$ cat config.mk
export PLATFORM = sky130hd
export DESIGN_NAME = panel_power_seq
export DESIGN_NICKNAME = d
export VERILOG_FILES = /design/src/rtl/panel_seq_pkg.sv /design/src/rtl/seq_datapath.sv /design/src/rtl/seq_control.sv /design/src/rtl/panel_power_seq.sv
export SDC_FILE = /design/constraint.sdc
export NUM_CORES = 1
export LEC_CHECK = 0
export BUFFER_PORTS_ARGS = -buffer_cell sky130_fd_sc_hd__buf_2
export CAP_MARGIN = 20
export CELL_PAD_IN_SITES_DETAIL_PLACEMENT = 1
export CELL_PAD_IN_SITES_GLOBAL_PLACEMENT = 2
export CORE_MARGIN = 8
export CORE_UTILIZATION = 39
export CTS_BUF_LIST = sky130_fd_sc_hd__clkbuf_16
export CTS_CLUSTER_SIZE = 40
export DETAILED_ROUTE_END_ITERATION = 8
export PLACE_DENSITY_LB_ADDON = 0.25
export SYNTH_ARGS = -nofsm -noshare
export SYNTH_HDL_FRONTEND = slang
export SYNTH_SLANG_ARGS = --single-unit
$ cat constraint.sdc
create_clock -name clk -period 3.7 [get_ports clk]
set_clock_uncertainty 0.2 [all_clocks]
set_input_delay 0.74 -clock clk [delete_from_list [all_inputs] [get_ports clk]]
set_output_delay 0.74 -clock clk [all_outputs]
set_load 0.05 [all_outputs]
$ cat src/rtl/panel_seq_pkg.sv
package panel_seq_pkg;
  localparam int IDX_W      = 5;
  localparam int UP_START   = 0;
  localparam int PRE_LEN    = 3;
  localparam int DOWN_START = 18;

  typedef struct packed {
    logic       pause;   // timed pause after completion
    logic       endSeq;  // final word of the sequence
    logic       last;    // final word of a transfer
    logic       isData;  // word type flag (bit 8 of the word)
    logic [7:0] val;
  } stepT;

  typedef struct packed {
    logic loadUp;
    logic loadDown;
    logic idxInc;
    logic waitLoad;
    logic waitDec;
    logic failSeen;
    logic finish;
    logic abort;
  } strobeT;

  function automatic stepT mk(input logic p, input logic e, input logic l,
                              input logic d, input logic [7:0] v);
    stepT s;
    s.pause = p; s.endSeq = e; s.last = l; s.isData = d; s.val = v;
    return s;
  endfunction

  // step table: zero commands, power-up body, power-down
  function automatic stepT stepAt(input logic [IDX_W-1:0] i);
    stepT s;
    case (int'(i))
      0, 1, 2: s = mk(1'b1, 1'b0, 1'b1, 1'b0, 8'h00);
      3:  s = mk(1'b0, 1'b0, 1'b0, 1'b0, 8'hB0);
      4:  s = mk(1'b0, 1'b0, 1'b1, 1'b1, 8'h17);
      5:  s = mk(1'b0, 1'b0, 1'b0, 1'b0, 8'hBC);
      6:  s = mk(1'b0, 1'b0, 1'b1, 1'b1, 8'h80);
      7:  s = mk(1'b0, 1'b0, 1'b0, 1'b0, 8'h3B);
      8:  s = mk(1'b0, 1'b0, 1'b1, 1'b1, 8'h00);
      9:  s = mk(1'b0, 1'b0, 1'b0, 1'b0, 8'hB0);
      10: s = mk(1'b0, 1'b0, 1'b1, 1'b1, 8'h16);
      11: s = mk(1'b0, 1'b0, 1'b0, 1'b0, 8'hB8);
      12: s = mk(1'b0, 1'b0, 1'b0, 1'b1, 8'hFF);
      13: s = mk(1'b0, 1'b0, 1'b1, 1'b1, 8'hF9);
      14: s = mk(1'b0, 1'b0, 1'b1, 1'b0, 8'h11);
      15: s = mk(1'b0, 1'b0, 1'b0, 1'b0, 8'hBD);
      16: s = mk(1'b0, 1'b0, 1'b1, 1'b1, 8'h04);
      17: s = mk(1'b0, 1'b1, 1'b1, 1'b0, 8'h29);
      18: s = mk(1'b0, 1'b0, 1'b1, 1'b0, 8'h28);
      19: s = mk(1'b0, 1'b0, 1'b0, 1'b0, 8'hB8);
      20: s = mk(1'b0, 1'b0, 1'b0, 1'b1, 8'h80);
      21: s = mk(1'b0, 1'b0, 1'b1, 1'b1, 8'h02);
      22: s = mk(1'b0, 1'b0, 1'b1, 1'b0, 8'h10);
      23: s = mk(1'b0, 1'b0, 1'b0, 1'b0, 8'hB0);
      24: s = mk(1'b0, 1'b1, 1'b1, 1'b1, 8'h00);
      default: s = mk(1'b0, 1'b1, 1'b1, 1'b0, 8'h00);
    endcase
    return s;
  endfunction
endpackage

$ cat src/rtl/seq_datapath.sv
module seq_datapath
  import panel_seq_pkg::*;
#(
  parameter int CYC_PER_MS = 50000,
  parameter int WAIT_MS    = 1
) (
  input  logic   clk,
  input  logic   rst_n,
  input  strobeT strb,
  output stepT   step,
  output logic   waitZero,
  output logic   inPreamble,
  output logic   enabled,
  output logic   seqError
);
  localparam int WAIT_CYC = CYC_PER_MS * WAIT_MS;
  localparam int CW       = $clog2(WAIT_CYC + 1);

  logic [IDX_W-1:0] idx;
  logic [CW-1:0]    waitCnt;
  logic             upMode;
  logic             errAcc;
  logic             errNow;

  assign step       = stepAt(idx);
  assign waitZero   = (waitCnt == '0);
  assign inPreamble = upMode && (idx < IDX_W'(PRE_LEN));
  assign errNow     = errAcc | strb.failSeen;

  always_ff @(posedge clk or negedge rst_n) begin
    if (!rst_n) begin
      idx      <= '0;
      waitCnt  <= '0;
      upMode   <= 1'b0;
      errAcc   <= 1'b0;
      enabled  <= 1'b0;
      seqError <= 1'b0;
    end else begin
      if (strb.loadUp || strb.loadDown) begin
        idx      <= strb.loadUp ? IDX_W'(UP_START) : IDX_W'(DOWN_START);
        upMode   <= strb.loadUp;
        errAcc   <= 1'b0;
        seqError <= 1'b0;
      end else if (strb.idxInc) begin
        idx <= idx + IDX_W'(1);
      end
      if (strb.failSeen) errAcc <= 1'b1;
      if (strb.waitLoad)     waitCnt <= CW'(WAIT_CYC - 1);
      else if (strb.waitDec) waitCnt <= waitCnt - CW'(1);
      if (strb.finish) begin
        seqError <= errNow;
        enabled  <= upMode && !errNow;
      end
      if (strb.abort) begin
        seqError <= 1'b1;
        enabled  <= 1'b0;
      end
    end
  end
endmodule

$ cat src/rtl/seq_control.sv
module seq_control
  import panel_seq_pkg::*;
(
  input  logic   clk,
  input  logic   rst_n,
  input  logic   enReq,
  input  logic   disReq,
  input  logic   enabled,
  input  stepT   step,
  input  logic   waitZero,
  input  logic   inPreamble,
  input  logic   spiDone,
  input  logic   spiFail,
  output strobeT strb,
  output logic   reqValid,
  output logic   busy
);
  typedef enum logic [1:0] {IDLE, ISSUE, WAITDONE, PAUSE} stateT;
  stateT state, nextState;

  assign reqValid = (state == ISSUE);
  assign busy     = (state != IDLE);

  always_comb begin
    strb      = '0;
    nextState = state;
    case (state)
      IDLE: begin
        if (enReq && !enabled) begin
          strb.loadUp = 1'b1;
          nextState   = ISSUE;
        end else if (disReq && enabled) begin
          strb.loadDown = 1'b1;
          nextState     = ISSUE;
        end
      end
      ISSUE: nextState = WAITDONE;
      WAITDONE: begin
        if (spiDone) begin
          if (spiFail && inPreamble) begin
            strb.abort = 1'b1;
            nextState  = IDLE;
          end else begin
            strb.failSeen = spiFail;
            if (step.pause) begin
              strb.waitLoad = 1'b1;
              nextState     = PAUSE;
            end else if (step.endSeq) begin
              strb.finish = 1'b1;
              nextState   = IDLE;
            end else begin
              strb.idxInc = 1'b1;
              nextState   = ISSUE;
            end
          end
        end
      end
      PAUSE: begin
        if (waitZero) begin
          strb.idxInc = 1'b1;
          nextState   = ISSUE;
        end else begin
          strb.waitDec = 1'b1;
        end
      end
      default: nextState = IDLE;
    endcase
  end

  always_ff @(posedge clk or negedge rst_n) begin
    if (!rst_n) state <= IDLE;
    else        state <= nextState;
  end
endmodule

$ cat src/rtl/panel_power_seq.sv
module panel_power_seq
  import panel_seq_pkg::*;
#(
  parameter int CYC_PER_MS = 50000,
  parameter int WAIT_MS    = 1
) (
  input  logic       clk,
  input  logic       rst_n,
  input  logic       enReq,
  input  logic       disReq,
  output logic       reqValid,
  output logic [8:0] reqWord,
  output logic       reqLast,
  input  logic       spiDone,
  input  logic       spiFail,
  output logic       busy,
  output logic       enabled,
  output logic       seqError
);
  strobeT strb;
  stepT   step;
  logic   waitZero;
  logic   inPreamble;

  assign reqWord = {step.isData, step.val};
  assign reqLast = step.last;

  seq_control u_ctrl (
    .clk(clk), .rst_n(rst_n), .enReq(enReq), .disReq(disReq),
    .enabled(enabled), .step(step), .waitZero(waitZero),
    .inPreamble(inPreamble), .spiDone(spiDone), .spiFail(spiFail),
    .strb(strb), .reqValid(reqValid), .busy(busy)
  );

  seq_datapath #(.CYC_PER_MS(CYC_PER_MS), .WAIT_MS(WAIT_MS)) u_dp (
    .clk(clk), .rst_n(rst_n), .strb(strb), .step(step),
    .waitZero(waitZero), .inPreamble(inPreamble),
    .enabled(enabled), .seqError(seqError)
  );
endmodule

# Word-level counts from Yosys, hierarchy flattened
# Memory sizes are Yosys's and may differ from the RTL's.
# Cells that the tools add are included.
[word_totals]
reg_bits = 27
romBits = 384
input_bits = 6
output_inout_bits = 14
word_cells = 74
n_memories = 1
[classes]
n_addsub = 2
order_cmp = 1
n_eq_ne = 6
mux = 39
bitwise_logic = 1
reduce_logical = 17
[memory_table]
columns = ["memory", "depth", "width", "rd", "rd_ports_with_merged_regs", "write_ports", "line", "rtl"]
rows = [
  ["(no name shown)", 32, 12, 1, 0, 0, "panel_seq_pkg.sv:36", "case (int'(i))"],
]
[ops]
columns = ["cell", "n"]
rows = [
  ["$mux W16", 2],
  ["$mux W1", 20],
  ["$mux W2", 10],
  ["$logic_not A16 Y1", 1],
  ["$sub A16 B1 Y16 const B", 1],
  ["$mux W5", 3],
  ["$reduce_bool A2 Y1", 5],
  ["$pmux W2 S4", 1],
  ["$mux W3", 2],
  ["$add A5 B1 Y5 const B", 1],
  ["$logic_and A1 B1 Y1", 5],
  ["$lt A5 B2 Y1 const B", 1],
  ["$eq A2 B2 Y1 const B", 2],
  ["$ne A3 B1 Y1 const B", 1],
  ["$reduce_and A3 Y1", 1],
  ["$reduce_bool A3 Y1", 1],
  ["$eq A2 B1 Y1 const B", 1],
  ["$logic_not A1 Y1", 2],
  ["$logic_not A2 Y1", 1],
  ["$ne A2 B1 Y1 const B", 1],
  ["$ne A2 B2 Y1 const B", 1],
  ["$pmux W1 S2", 1],
  ["$logic_or A1 B1 Y1", 1],
  ["$or A1 B1 Y1", 1],
]

# Longest topological paths before layout
[logic_depth]
depth_word = 11
mapped_depth = 7
ltp_nobuf = 7

# Hierarchy
# From an unflattened synthesis, not the netlist that was laid out.
[hier_totals]
cells_unflattened = 228
area_unflattened_um2 = 1934.4
[modules_own_cells]
columns = ["mod", "n_inst", "cells_per_inst", "area_each_um2"]
rows = [
  ["seq_datapath", 1, 195, 1680.4],
  ["seq_control", 1, 33, 254.0],
]

# Worst setup path before layout
# OpenSTA, ideal clock, no wires.
[synth_path]
kind = "reg-to-output"
start = "register u_dp.idx[0]"
end = "output reqWord[1]"
arrival_time_ns = 2.314
required_ns = 2.760
setup_slack_ns = 0.446
stages_incl_launch_ff = 6
n_path_buf = 0
path_cell_list = "dfrtp_1 > inv_1 > ha_1 > nor2_1 > a21oi_1 > o32ai_1"
[synth_via]
elab_chain_cells = 1
[synth_rtl]
columns = ["item", "line", "rtl"]
rows = [
  ["from (decl)", "seq_datapath.sv:19", "logic [IDX_W-1:0] idx;"],
  ["from (signal assigned)", "seq_datapath.sv:40", "idx <= strb.loadUp ? IDX_W'(UP_START) : IDX_W'(DOWN_START);"],
  ["from (signal assigned)", "seq_datapath.sv:45", "idx <= idx + IDX_W'(1);"],
  ["$mem_v2 Z32 W12", "n/a", ""],
  ["to (decl)", "panel_power_seq.sv:12", "output logic [8:0] reqWord,"],
]
# Every way passes these cells.

# Final worst setup path
[layout_path]
start = "register u_dp.idx[0]"
end = "output reqLast"
[layout_via]
elab_chain_cells = 1
[layout_rtl]
columns = ["item", "line", "rtl"]
rows = [
  ["$mem_v2 Z32 W12", "n/a", ""],
  ["to (decl)", "panel_power_seq.sv:13", "output logic reqLast,"],
]
# Every way passes these cells.

==> summary.txt <==
Placed design
  • Placer Congestion: 0.774
  • Placed cells: 319
  • IO Port Bufs: 19
  • Post-DP HPWL: 3810 um
  • Placed Area: 0.00217 mm2

Yosys
  • Yosys reg bits: 27
  • Top_reg_cell synth: dfrtp_1
  • Distinct cells, synth: 51
  • Top cells by count, synth: nand2_1, dfrtp_1, nor2_1
  • Cell taking the most area after synthesis: dfrtp_1
  • Synth area leaders: dfrtp_1, ha_1, nand2_1
  • Post-synth EDFFs: 0
  • Post-Syn Nets: 257
  • Syn Std Cell Area: 0.00205 mm2
  • Asr flop ratio synth: 100%
  • Mapped Avg Cell Area: 8.59 um2
  • Most frequent cell after synthesis: nand2_1
  • Share of the synthesized area in the top cell type: 32.9%
  • Sequential share of the synthesized area: 32.9%
  • Syn Inst Count: 239
  • Number of synthesis warnings: 0

Clock network
  • Post-CTS setup buffers: 0
  • Post-CTS Hold Fix Bufs: 0
  • CTS H-tree lvls: 1
  • Sink Count: 27
  • Clock Path Buffers: 2
  • Num CTS Buffers: 3
  • Clock slew at reported path FFs: 0.07 ns
  • Clk Latency, worst-skew pair: 0.27 ns
  • CTS tree: done
  • Post-cts resize count: 0
  • CTS root buf: clkbuf_16

Final layout
  • Final Instance Area: 0.00226 mm2
  • Register Area: 676 um2
  • FILL cells: 637
  • Syn-to-layout area delta: 10.0%
  • Multi-input logic area: 0.00127 mm2
  • Share of cells above drive strength 1: 15.4%
  • N_diodes: 0
  • Final Non-Filler Cells: 323
  • Final nets: 272

GRT
  • Largest net degree at the start of global routing: 28
  • Total GRT Usage: 14.4%
  • M2 GR Usage: 21.9%
  • Gr busiest metal: met2
  • Global-route wire length before repair: 8940 um
  • Initial antenna violation count: 0
  • Met1 Use GR: 20.7%
  • Vias in the first global route: 1,788
  • Congestion Overflow GR: 0
  • Met3 global-route usage: 1.95%

Floorplan
  • Chip width: 88.5 um
  • CORE AREA: 0.00511 mm2
  • Effective utilization at floorplan: 40.2%
  • IO Pins: 20
  • Die Y: 88.5 um
  • Die area: 0.00784 mm2
  • Rows: 26

Timing
  • Min Tclk post-route: 3.13 ns
  • Slew Limit Headroom: 48.0%
  • Slew Viols, Final: 0
  • Final hold violation count: 0
  • Final Cycle Share: 84.5%
  • Worst-Margin Slew: 0.780 ns
  • Setup TNS Final: 0 ns
  • FMAX: 320 MHz
  • Setup violators final: 0
  • RSZ-0062 raised after global routing: false

Drt
  • DR iter-0 viols: 66
  • Routed wire length: 5130 um
  • DR pass1 iterations: 4
  • Routed vias: 1,767
  • Vias per inst: 5.47
  • WL/cell: 15.9 um
  • DRC viols: 0
  • Routed Antenna Nets: 0

Setup path
  • Data required, critical path: 2.76 ns
  • Critical path type: reg2out
  • Setup crit start kind: register
  • Critical path fanouts, max: 9
  • Critical path arrival: 2.19 ns
  • Setup crit end kind: primary output

Pwr
  • Peak supply drop: 0.151 mV
  • PwrDens: 250 mW/mm2
  • Static Leak: 0.863 nW

Outcome
  • Status: finished clean

Flow run
  • Max-cap violation count: 0

Worst hold path
  • Worst hold path type: reg2reg
-- path summary, 6_finish.rpt --
check / startpoint / endpoint / depth (start not counted) / slack, ns
max reg2reg: u_dp.idx[1] / u_dp.idx[3] / 7 / 1.02
max in group asynchronous: rst_n / u_dp.enabled / 1 / 2.59
min reg2reg: u_dp.errAcc / u_dp.errAcc / 2 / 0.28
max: u_dp.idx[0] / reqLast / 6 / 0.57
min in group asynchronous: rst_n / u_dp.waitCnt[7] / 1 / 0.29
min: u_dp.errAcc / u_dp.errAcc / 2 / 0.28
-- worst max-delay path, stage by stage (launching register included) --
cell,delay [ns]
dfrtp_1,0.49
inv_1,0.20
ha_1,0.31
or4_1,0.49
a21oi_1,0.16
nor2_1,0.06
buf_2,0.21
-- through the flow --
stage / utilization (%) / total power, mW / setup slack (ns) / hold slack, ns
2_1_floorplan: - / 0.301 / 0.446 / 0.240
3_3_place_gp: 42.6 / 0.312 / 0.917 / 0.268
3_5_place_dp: 42.6 / 0.312 / 0.861 / 0.269
4_1_cts: 44.2 / 0.576 / 0.557 / 0.287
5_1_grt: 44.2 / 0.589 / 0.331 / 0.334
6_report: 44.2 / 0.564 / 0.574 / 0.278
-- cells in the final DEF, fill, tap and decap left out, drive strengths merged, types with 3 or more instances in the layout --
cell	Yosys	routed
xor2	8	8
o22ai	3	3
a21oi	15	15
nor2b	5	5
inv	11	12
nor4	5	5
o211ai	3	3
nand2	34	34
o32ai	3	3
nor3	3	3
xnor2	4	4
a31oi	3	3
nand3	11	11
nor2	27	27
clkbuf	8	3
and3	3	3
buf	2	20
nand4	6	6
dfrtp	27	27
o21ai	11	11
mux2i	6	6
ha	12	12
-- cell type report --
cell class | count | share of cell area [%]
clock buffers | 3 | 3.33
multi-input cells | 191 | 56.1
inverters | 11 | 1.83
well taps | 70 | 3.88
clock inverters | 1 | 0.388
flip-flops and latches | 27 | 29.9
repair buffers | 20 | 4.55
-- registers in the layout, indices dropped and copies added (netlist names) --
signal and cells:
u_dp.upMode 1, u_dp.seqError 1, u_dp.enabled 1, u_dp.waitCnt 16, u_dp.idx 5, u_dp.errAcc 1
u_ctrl.state 2
-- report_power, final --
group	switching, mW	internal, mW	total [mW]
logic	0.00813	0.00236	0.0105
registers	0	0.295	0.295
clock network	0.110	0.150	0.259
total	0.118	0.447	0.564
-- per-layer routing --
| metal | wire [um] | vias up | part of all wire (%) |
|---|---|---|---|
| li1 | - | 873 | - |
| met1 | 2650 | 870 | 52 |
| met2 | 2280 | 22 | 45 |
| met3 | 177 | 2 | 3.5 |
| met4 | 15 | 0 | 0.29 |
| met5 | 0 | - | 0 |
-- cell families after synthesis --
kind of cell | count (synthesis) | synth area share [%]
AND/OR/NAND/NOR | 112 | 29.2
adder cells (fa/ha/maj) | 12 | 7.32
flip-flops | 27 | 32.9
AO/OA/AOI/OAI | 47 | 16.0
XOR/XNOR | 12 | 5.12
buffers and inverters | 21 | 5.37
multiplexers | 8 | 4.02
Note: power is estimated with default switching activity, not from simulation.
